==> src/rtl/irq_arb_pkg.sv <==
`timescale 1ns/1ps
package irq_arb_pkg;

    localparam int SYS_SRCS  = 3;
    localparam int SRC_NMI   = 0;
    localparam int SRC_FAULT = 1;
    localparam int SRC_TICK  = 2;

    localparam logic [7:0] EXC_NMI      = 8'd2;
    localparam logic [7:0] EXC_FAULT    = 8'd3;
    localparam logic [7:0] EXC_TICK     = 8'd15;
    localparam logic [7:0] EXC_IRQ_BASE = 8'd16;

    typedef logic [7:0] level_t;
    localparam level_t LVL_NMI       = 8'd0;
    localparam level_t LVL_FAULT     = 8'd1;
    localparam level_t LVL_PROG_BASE = 8'd2;
    localparam level_t LVL_IDLE      = 8'hFF;

    typedef enum logic [3:0] {
        REG_EN_SET    = 4'd0,
        REG_EN_CLR    = 4'd1,
        REG_PEND_SET  = 4'd2,
        REG_PEND_CLR  = 4'd3,
        REG_ACTIVE    = 4'd4,
        REG_PRIO      = 4'd6,
        REG_VTBASE    = 4'd7,
        REG_MASKLVL   = 4'd8,
        REG_TICK_PRIO = 4'd9
    } reg_sel_e;

    typedef struct packed {
        logic       vld;
        logic [7:0] src;
        level_t     lvl;
    } pick_t;

    // Map an internal source slot to its architectural exception number.
    function automatic logic [7:0] exc_of_src(input logic [7:0] src);
        case (src)
            8'd0:    return EXC_NMI;
            8'd1:    return EXC_FAULT;
            8'd2:    return EXC_TICK;
            default: return src + (EXC_IRQ_BASE - 8'(SYS_SRCS));
        endcase
    endfunction

    // Programmable 2-bit value lifted above the two fixed system levels.
    function automatic level_t prog_level(input logic [7:0] raw);
        return raw + LVL_PROG_BASE;
    endfunction

endpackage

==> src/rtl/arb_pend_bank.sv <==
`timescale 1ns/1ps
module arb_pend_bank #(
    parameter int NSRC = 35
) (
    input  logic            clk,
    input  logic            rst,
    input  logic [NSRC-1:0] req_lines,
    input  logic [NSRC-1:0] sw_set,
    input  logic [NSRC-1:0] sw_clr,
    input  logic [NSRC-1:0] take_clr,
    output logic [NSRC-1:0] pend
);
    logic [NSRC-1:0] prev_q;
    logic [NSRC-1:0] rise;

    assign rise = req_lines & ~prev_q;

    always_ff @(posedge clk) begin
        if (rst) begin
            prev_q <= '0;
            pend   <= '0;
        end else begin
            prev_q <= req_lines;
            // a fresh event in the same cycle as a clear is kept
            pend   <= (pend & ~(sw_clr | take_clr)) | rise | sw_set;
        end
    end
endmodule

==> src/rtl/arb_cfg_regs.sv <==
`timescale 1ns/1ps
module arb_cfg_regs
    import irq_arb_pkg::*;
#(
    parameter int NUM_IRQ = 32,
    parameter int PRIO_W  = 2,
    parameter int ADDR_W  = 32
) (
    input  logic                           clk,
    input  logic                           rst,
    input  logic                           wr_en,
    input  reg_sel_e                       wr_sel,
    input  logic [31:0]                    wdata,
    output logic [NUM_IRQ-1:0]             irq_en,
    output logic [NUM_IRQ-1:0][PRIO_W-1:0] irq_lvl,
    output logic [PRIO_W-1:0]              tick_lvl,
    output logic [PRIO_W-1:0]              mask_lvl,
    output logic [ADDR_W-1:0]              tbl_base,
    output logic [NUM_IRQ-1:0]             sw_pend_set,
    output logic [NUM_IRQ-1:0]             sw_pend_clr
);
    localparam int ALIGN_BITS = 7;

    logic wr_prio;
    assign wr_prio = wr_en && (wr_sel == REG_PRIO);

    assign sw_pend_set = (wr_en && wr_sel == REG_PEND_SET) ? wdata[NUM_IRQ-1:0] : '0;
    assign sw_pend_clr = (wr_en && wr_sel == REG_PEND_CLR) ? wdata[NUM_IRQ-1:0] : '0;

    always_ff @(posedge clk) begin
        if (rst) begin
            irq_en <= '0;
        end else if (wr_en && wr_sel == REG_EN_SET) begin
            irq_en <= irq_en | wdata[NUM_IRQ-1:0];
        end else if (wr_en && wr_sel == REG_EN_CLR) begin
            irq_en <= irq_en & ~wdata[NUM_IRQ-1:0];
        end
    end

    // level of an enabled line is frozen; writes to it are dropped
    always_ff @(posedge clk) begin
        if (rst) begin
            irq_lvl <= '0;
        end else begin
            for (int i = 0; i < NUM_IRQ; i++) begin
                if (wr_prio && wdata[15:8] == 8'(i) && !irq_en[i]) begin
                    irq_lvl[i] <= wdata[PRIO_W-1:0];
                end
            end
        end
    end

    always_ff @(posedge clk) begin
        if (rst) begin
            tick_lvl <= '0;
            mask_lvl <= '0;
            tbl_base <= '0;
        end else if (wr_en) begin
            case (wr_sel)
                REG_TICK_PRIO: tick_lvl <= wdata[PRIO_W-1:0];
                REG_MASKLVL:   mask_lvl <= wdata[PRIO_W-1:0];
                REG_VTBASE:    tbl_base <= {wdata[ADDR_W-1:ALIGN_BITS], {ALIGN_BITS{1'b0}}};
                default: ;
            endcase
        end
    end
endmodule

==> src/rtl/arb_pick.sv <==
`timescale 1ns/1ps
module arb_pick
    import irq_arb_pkg::*;
#(
    parameter int NSRC = 35
) (
    input  logic [NSRC-1:0]        cand,
    input  logic [NSRC-1:0][7:0]   lvl,
    output pick_t                  best
);
    // strict compare keeps the lowest slot on a tie
    always_comb begin
        best     = '0;
        best.lvl = LVL_IDLE;
        for (int i = 0; i < NSRC; i++) begin
            if (cand[i] && (!best.vld || lvl[i] < best.lvl)) begin
                best.vld = 1'b1;
                best.src = 8'(i);
                best.lvl = lvl[i];
            end
        end
    end
endmodule

==> src/rtl/arb_active.sv <==
`timescale 1ns/1ps
module arb_active #(
    parameter int NSRC = 35
) (
    input  logic            clk,
    input  logic            rst,
    input  logic            set_vld,
    input  logic [7:0]      set_src,
    input  logic            clr_vld,
    input  logic [7:0]      clr_src,
    output logic [NSRC-1:0] active
);
    logic [NSRC-1:0] set_vec;
    logic [NSRC-1:0] clr_vec;

    always_comb begin
        set_vec = '0;
        clr_vec = '0;
        for (int i = 0; i < NSRC; i++) begin
            set_vec[i] = set_vld && (set_src == 8'(i));
            clr_vec[i] = clr_vld && (clr_src == 8'(i));
        end
    end

    always_ff @(posedge clk) begin
        if (rst) begin
            active <= '0;
        end else begin
            active <= (active & ~clr_vec) | set_vec;
        end
    end
endmodule

==> src/rtl/irq_prio_arbiter.sv <==
`timescale 1ns/1ps
module irq_prio_arbiter
    import irq_arb_pkg::*;
#(
    parameter int NUM_IRQ = 32,
    parameter int PRIO_W  = 2,
    parameter int ADDR_W  = 32
) (
    input  logic               clk,
    input  logic               rst,
    input  logic [NUM_IRQ-1:0] irq_lines,
    input  logic               nmi_req,
    input  logic               fault_req,
    input  logic               tick_req,
    input  logic               reg_wr,
    input  logic [3:0]         reg_addr,
    input  logic [31:0]        reg_wdata,
    output logic [31:0]        reg_rdata,
    output logic               take_valid,
    output logic [7:0]         take_excnum,
    output logic [ADDR_W-1:0]  take_vector,
    input  logic               take_ack,
    input  logic               ret_req,
    output logic [7:0]         cur_level
);
    localparam int NSRC = NUM_IRQ + SYS_SRCS;

    reg_sel_e                       sel;
    logic [NUM_IRQ-1:0]             irq_en;
    logic [NUM_IRQ-1:0][PRIO_W-1:0] irq_lvl;
    logic [PRIO_W-1:0]              tick_lvl;
    logic [PRIO_W-1:0]              mask_lvl;
    logic [ADDR_W-1:0]              tbl_base;
    logic [NUM_IRQ-1:0]             sw_pend_set;
    logic [NUM_IRQ-1:0]             sw_pend_clr;

    logic [NSRC-1:0]      lines_all;
    logic [NSRC-1:0]      en_all;
    logic [NSRC-1:0]      mask_ok;
    logic [NSRC-1:0]      pend;
    logic [NSRC-1:0]      active;
    logic [NSRC-1:0]      elig;
    logic [NSRC-1:0]      take_clr;
    logic [NSRC-1:0][7:0] lvl_all;
    pick_t                pick_pend;
    pick_t                pick_act;
    level_t               take_level;
    level_t               mask_thr;
    logic                 fire;
    logic                 retire;

    assign sel = reg_sel_e'(reg_addr);

    arb_cfg_regs #(
        .NUM_IRQ (NUM_IRQ),
        .PRIO_W  (PRIO_W),
        .ADDR_W  (ADDR_W)
    ) u_cfg (
        .clk         (clk),
        .rst         (rst),
        .wr_en       (reg_wr),
        .wr_sel      (sel),
        .wdata       (reg_wdata),
        .irq_en      (irq_en),
        .irq_lvl     (irq_lvl),
        .tick_lvl    (tick_lvl),
        .mask_lvl    (mask_lvl),
        .tbl_base    (tbl_base),
        .sw_pend_set (sw_pend_set),
        .sw_pend_clr (sw_pend_clr)
    );

    assign lines_all = {irq_lines, tick_req, fault_req, nmi_req};
    assign en_all    = {irq_en, {SYS_SRCS{1'b1}}};
    assign mask_thr  = prog_level(8'(mask_lvl));

    // fixed system levels, then programmable ones
    assign lvl_all[SRC_NMI]   = LVL_NMI;
    assign lvl_all[SRC_FAULT] = LVL_FAULT;
    assign lvl_all[SRC_TICK]  = prog_level(8'(tick_lvl));
    assign mask_ok[SRC_NMI]   = 1'b1;
    assign mask_ok[SRC_FAULT] = 1'b1;
    assign mask_ok[SRC_TICK]  = (mask_lvl == '0) || (lvl_all[SRC_TICK] < mask_thr);

    for (genvar g = 0; g < NUM_IRQ; g++) begin : g_src
        assign lvl_all[SYS_SRCS+g] = prog_level(8'(irq_lvl[g]));
        assign mask_ok[SYS_SRCS+g] = (mask_lvl == '0) || (lvl_all[SYS_SRCS+g] < mask_thr);
    end

    for (genvar g = 0; g < NSRC; g++) begin : g_clr
        assign take_clr[g] = fire && (pick_pend.src == 8'(g));
    end

    arb_pend_bank #(.NSRC(NSRC)) u_pend (
        .clk       (clk),
        .rst       (rst),
        .req_lines (lines_all),
        .sw_set    ({sw_pend_set, {SYS_SRCS{1'b0}}}),
        .sw_clr    ({sw_pend_clr, {SYS_SRCS{1'b0}}}),
        .take_clr  (take_clr),
        .pend      (pend)
    );

    assign elig = pend & en_all & mask_ok;

    arb_pick #(.NSRC(NSRC)) u_pick_pend (
        .cand (elig),
        .lvl  (lvl_all),
        .best (pick_pend)
    );

    arb_pick #(.NSRC(NSRC)) u_pick_act (
        .cand (active),
        .lvl  (lvl_all),
        .best (pick_act)
    );

    assign cur_level   = pick_act.vld ? pick_act.lvl : LVL_IDLE;
    assign take_level  = pick_pend.lvl;
    assign take_valid  = pick_pend.vld && (pick_pend.lvl < cur_level);
    assign take_excnum = exc_of_src(pick_pend.src);
    assign take_vector = tbl_base + ADDR_W'({take_excnum, 2'b00});
    assign fire        = take_valid && take_ack;
    assign retire      = ret_req && pick_act.vld;

    arb_active #(.NSRC(NSRC)) u_active (
        .clk     (clk),
        .rst     (rst),
        .set_vld (fire),
        .set_src (pick_pend.src),
        .clr_vld (retire),
        .clr_src (pick_act.src),
        .active  (active)
    );

    always_comb begin
        case (sel)
            REG_EN_SET:    reg_rdata = 32'(irq_en);
            REG_PEND_SET:  reg_rdata = 32'(pend[NSRC-1:SYS_SRCS]);
            REG_ACTIVE:    reg_rdata = 32'(active[NSRC-1:SYS_SRCS]);
            REG_VTBASE:    reg_rdata = 32'(tbl_base);
            REG_MASKLVL:   reg_rdata = 32'(mask_lvl);
            REG_TICK_PRIO: reg_rdata = 32'(tick_lvl);
            default:       reg_rdata = '0;
        endcase
    end
endmodule

==> config.mk <==
export PLATFORM = sky130hd
export DESIGN_NAME = irq_prio_arbiter
export DESIGN_NICKNAME = d
export VERILOG_FILES = /design/src/rtl/irq_arb_pkg.sv /design/src/rtl/arb_pend_bank.sv /design/src/rtl/arb_cfg_regs.sv /design/src/rtl/arb_pick.sv /design/src/rtl/arb_active.sv /design/src/rtl/irq_prio_arbiter.sv
export SDC_FILE = /design/constraint.sdc
export NUM_CORES = 1
export LEC_CHECK = 0
export BUFFER_PORTS_ARGS = -buffer_cell sky130_fd_sc_hd__buf_4
export CAP_MARGIN = 20
export CORE_AREA = 8 8 317 242
export CTS_CLUSTER_DIAMETER = 80
export CTS_CLUSTER_SIZE = 10
export DETAILED_ROUTE_END_ITERATION = 10
export DIE_AREA = 0 0 325 250
export MAX_ROUTING_LAYER = met4
export PLACE_DENSITY = 0.47
export SYNTH_ARGS = -nofsm -noshare
export SYNTH_HDL_FRONTEND = slang
export SYNTH_SLANG_ARGS = --single-unit
==> constraint.sdc <==
create_clock -name clk -period 70.9 [get_ports clk]
set_input_delay 14.18 -clock clk [delete_from_list [all_inputs] [get_ports clk]]
set_output_delay 14.18 -clock clk [all_outputs]
set_load 0.01 [all_outputs]
Word-level counts from Yosys, hierarchy flattened
Index checks and enable logic that the tools add are counted.

operators by class
  reduce and logical (&&, ||, !) cells = 420
  magnitude comparators = 102
  equal/unequal tests = 107
  muxes and demuxes = 77
  $add $sub $neg = 36
  bitwise operators = 15

operators with widths
  kind                 number
  $mux 17              70
  $lt 3x8->1           66
  $eq 8x5->1 const B   48
  $logic_and 1x1->1    210
  $eq 8x4->1 const B   24
  $pmux 32 s6          1
  $and 35x35->35       5
  $or 35x35->35        4
  $mux 32              4
  $not 35->35          3
  $add 2x2->3 const B  34
  $logic_or 1x1->1     101
  $logic_not 1->1      100
  $lt 3x3->1           33
  $eq 8x3->1 const B   12
  $eq 8x2->1 const B   6
  $eq 8x6->1 const B   6
  $add 32x10->32       1
  $and 32x32->32       1
  $not 32->32          1
  $or 32x32->32        1
  $eq 8x1->1 const B   3
  $logic_not 8->1      3
  $pmux 8 s3           1
  other kinds (12)     19

word-level totals
  logic and storage cells = 796
  register bits after elaboration = 230

Longest topological paths before layout
  depth after elaboration = 150
  mapped depth = 255

Modules after synthesis
From an unflattened synthesis, not the netlist that was laid out.

second synthesis, totals
  cells, all modules = 5551
  area, all modules = 40526.4 um^2

by module, submodules not included
  module                  instances  cells an instance  area an instance (um^2)
  arb_pick (u_pick_pend)  1          1967               13356.6
  arb_pick (u_pick_act)   1          1963               13213.9
  arb_cfg_regs            1          633                5790.6
  irq_prio_arbiter        1          541                3728.6
  arb_pend_bank           1          253                2755.1
  arb_active              1          194                1681.6

Worst setup path before layout
Ideal clock, no wire load.

  path type = register to output
  start point = register u_active.active[1]
  end point = output take_valid
  setup slack = 16.370 ns
  buffers on the path = 6
  arrival time = 40.350 ns
  stages on the path, launching flop included = 236
  cells stage by stage = dfxtp_1 buf_2 nor2_1 o21ai_0 ha_1 or3b_4 a311oi_2 or2_2 mux2_2 ha_1 nand2_1 nor2_1 o21ai_0 o21ba_4 mux2i_4 inv_1 ha_1 or3b_2 (+200 left out) mux2_2 inv_1 ha_1 a21oi_1 o21ai_0 nor2_1 mux2_2 inv_1 ha_1 a21oi_1 o21ai_0 o31ai_1 clkbuf_1 o21bai_1 ha_1 a211o_1 a211o_1 nor2_1

between the ends
  cells in the longest elaborated chain, start to end = 137
  elaborated cells between the ends (all ways) = 170
  classes of those cells = order compare: 34; mux: 35; reduce/logical: 101

RTL lines
  element                                               line                     RTL
  from (decl)                                           arb_active.sv:11         output logic [NSRC-1:0] active
  from (signal assigned)                                arb_active.sv:29         active <= (active & ~clr_vec) | set_vec;
  $logic_and 1x1->1 (*)                                 arb_pick.sv:16           if (cand[i] && (!best.vld || lvl[i] < best.lvl)) begin
  $mux 17 (*)                                           arb_pick.sv:16
  $lt 3x8->1 / $logic_not 1->1 (equally long branches)  arb_pick.sv:16
  $logic_or 1x1->1                                      arb_pick.sv:16
  $logic_and 1x1->1                                     arb_pick.sv:16
  $mux 17 (*)                                           arb_pick.sv:16
  $lt 3x8->1 / $logic_not 1->1 (equally long branches)  arb_pick.sv:16
  $logic_or 1x1->1                                      arb_pick.sv:16
  (+121 left out)                                       n/a
  $mux 17 (*)                                           arb_pick.sv:16
  $lt 3x8->1 / $logic_not 1->1 (equally long branches)  arb_pick.sv:16
  $logic_or 1x1->1                                      arb_pick.sv:16
  $logic_and 1x1->1                                     arb_pick.sv:16
  $mux 17 (*)                                           arb_pick.sv:16
  $mux 8 (*)                                            irq_prio_arbiter.sv:118  assign cur_level = pick_act.vld ? pick_act.lvl : LVL_IDLE;
  $lt 8x8->1 (*)                                        irq_prio_arbiter.sv:120  assign take_valid = pick_pend.vld && (pick_pend.lvl < cur_level);
  $logic_and 1x1->1 (*)                                 irq_prio_arbiter.sv:120
  to (decl)                                             irq_prio_arbiter.sv:19   output logic take_valid,

Every way passes the cells marked *; elsewhere a longest branch is shown, timed or not.

Worst setup path after layout
  start point = register u_active.active[0]
  end point = output take_valid

between the ends
  cells in the longest elaborated chain, start to end = 140
  elaborated cells between the ends (all ways) = 174
  classes of those cells = order compare: 35; mux: 36; reduce/logical: 103

RTL lines
  element                                               line
  $mux 17 (*)                                           arb_pick.sv:16
  $lt 1x8->1 / $logic_not 1->1 (equally long branches)  arb_pick.sv:16
  $logic_or 1x1->1                                      arb_pick.sv:16
  $logic_and 1x1->1                                     arb_pick.sv:16
  $mux 17 (*)                                           arb_pick.sv:16
  $lt 3x8->1 / $logic_not 1->1 (equally long branches)  arb_pick.sv:16
  $logic_or 1x1->1                                      arb_pick.sv:16
  $logic_and 1x1->1                                     arb_pick.sv:16
  (+124 left out)                                       n/a
  $mux 17 (*)                                           arb_pick.sv:16
  $lt 3x8->1 / $logic_not 1->1 (equally long branches)  arb_pick.sv:16
  $logic_or 1x1->1                                      arb_pick.sv:16
  $logic_and 1x1->1                                     arb_pick.sv:16
  $mux 17 (*)                                           arb_pick.sv:16
  $mux 8 (*)                                            irq_prio_arbiter.sv:118
  $lt 8x8->1 (*)                                        irq_prio_arbiter.sv:120
  $logic_and 1x1->1 (*)                                 irq_prio_arbiter.sv:120

Marked as above.

==> results.ini <==
[sta]
fmax_mhz=16.0
setup_viol=0
final.setup.tns_ns=0
finClkSkew_ns=0.0273
fin_crit_ns=62.50
worst_pin_slew_ns=1.15
maxSlewHeadroom_pct=22.8
rsz0062_at_grt=false
final_hold_viol_count=0
final_max_slew_viol_count=0
post-route-period-util_pct=88.1

[route]
drt-initial-drc-count=2285
drt_wl_total_um=96500
wl_per_cell_um=24.4
drtPass1Iterations=7
ant_nets=0
dr_total_vias=22939
drc=0
via_per_inst=5.79

[cts]
root_buffer=clkbuf_16
cts_setup_buffers=0
path_clk_slew_ns=0.06
clkSinkCount=230
cts-hold-fix-buffers=0
clk_path_buf_depth=3
clkLatencyLatePin_ns=0.57
ctsResizeCount=0
numCtsBuffers=34
cts_tree=yes
htreeDepth=2

[finish]
drive_above_1_share_pct=12.5
areaGrowthSynthToFinish_pct=14.1
finalNetCount=3211
final_area_sq_um=24300

[setup_path]
path_class=flop to primary output
crit_top_cell=ha_1
cp_data_arrival_time_ns=48.32
cp_slowest_cell=o31ai_2
cp.required_ns=56.72
critPathCaptureType=primary output
worst_setup_path_start_kind=flop
worstPathMaxFanout=15
cpPeakStageDelay_ns=0.98

[global_route]
grt_pass1_vias=22064
antenna_found_initial=1
grt_pass1_wl_um=143000
grt_max_degree=102
track_usage_pct=23.1
grt_overflow=0

[die]
dieArea_sq_um=81300
core_sq_um=71400
die_w_um=325
start_util_pct=29.9
ios=157
fp.dieH_um=250
rows=85

[place]
hpwl_um=74000
placed_area_sq_um=23300
port_buffers=152
gp_congestion=0.931

[pwr]
powerDensity_nw_per_um2=22.0
p_leak_nw=9.97
power_uw=534
ir_drop_v=0.0000155

[synth]
syn_area_per_cell_sq_um=7.33
synth_warnings=0
synth_edf_count=0
synth_commonest_cells=342 x nand2_1, 291 x a21oi_1, 289 x nor2_1
async_reset_ff_share_pct=0
synth_area_sq_um=21300
yosysTopAreaCellShare_pct=21.6
ys.flop_type=dfxtp_1
synth_top_area_cell=dfxtp_1
ys_ff_latch=230
synthMostInstantiatedCell=nand2_1
ys_types=126
synth.area.top_cells=dfxtp_1 22%, ha_1 8.5%, a21oi_1 6.8%, nand2_1 6.0%, nor2_1 5.1%
netlist_instances=2909
ys_seq_area_share_pct=21.6

[job]
max_cap_violations=0

[worst_hold_path]
min_path_type=flop to flop

[outcome]
status=finished clean

layout make-up:
cell class              count  area, sq um
clock buffers              35          865
well taps                 957         1200
fillers                  7633        47000
clock inverters            14          143
inverters                 170          638
flip-flops and latches    230         4600
multi-input cells        2376        15500
repair buffers            177         1340
diodes                      2         5.00
through the flow:
stage | hold slack [ns] | setup WS (ns) | utilization (%) | cells
after global placement | 0.470 | 11.07 | 32.7 | 3910
after global routing | 0.509 | 3.64 | 34.1 | 3959
after detailed placement | 0.472 | 9.79 | 32.7 | 3910
after CTS | 0.480 | 8.95 | 34.1 | 3959
after floorplan | 0.453 | 16.37 | - | 2913
final | 0.476 | 8.40 | 34.1 | 3961
report_power, final:
group / internal (mW) / switching, mW
Combinational: 0.0881 / 0.145
Sequential: 0.133 / 0.00407
Clock: 0.0922 / 0.0715
routing by layer:
layer / global-route usage (%) / wire length, um / up-vias
met5: - / 0 / -
met4: 5.56 / 2280 / 0
met3: 3.84 / 7220 / 107
met2: 32.9 / 39400 / 906
met1: 33.6 / 47700 / 11159
li1: - / - / 10767
worst max-delay path, delay by kind of cell (launching register included):
kind | cells | cell delay, ns
compound gates | 102 | 22.30
fa+ha+maj | 33 | 8.08
buf+inv | 25 | 1.84
flops | 1 | 0.38
mux | 19 | 6.15
simple gates | 52 | 9.02
final timing paths:
check                                         from                 to  slack (ns)  depth (start not counted)
worst min-delay path             u_cfg.tbl_base[7]  u_cfg.tbl_base[7]        0.48                          2
worst max-delay path            u_active.active[0]         take_valid        8.40                        231
worst min register to register   u_cfg.tbl_base[7]  u_cfg.tbl_base[7]        0.48                          2
worst max register to register  u_active.active[0]     u_pend.pend[6]       21.35                        234
logic make-up (layout without fill, tap and decap cells):
family,Yosys count,in the layout,synth area share (%)
multiplexers,131,131,6.53
AO/OA/AOI/OAI,949,949,30.9
buffers and inverters,307,396,5.78
AND/OR/NAND/NOR,1113,1113,25.2
adder cells (fa/ha/maj),153,153,8.93
XOR/XNOR,24,24,0.986
flip-flops,230,230,21.6
other,2,8,0.0352
cells in the final DEF, fill, tap and decap left out, types with 80 or more instances in the layout:
cell type,instances
a21oi_1,291
inv_1,167
o21ai_0,151
nand2_1,341
nor2_1,287
mux2i_1,80
ha_1,145
dfxtp_1,230
nor2b_1,93
buf_4,176
No activity file was read; power rests on OpenSTA's default activity.
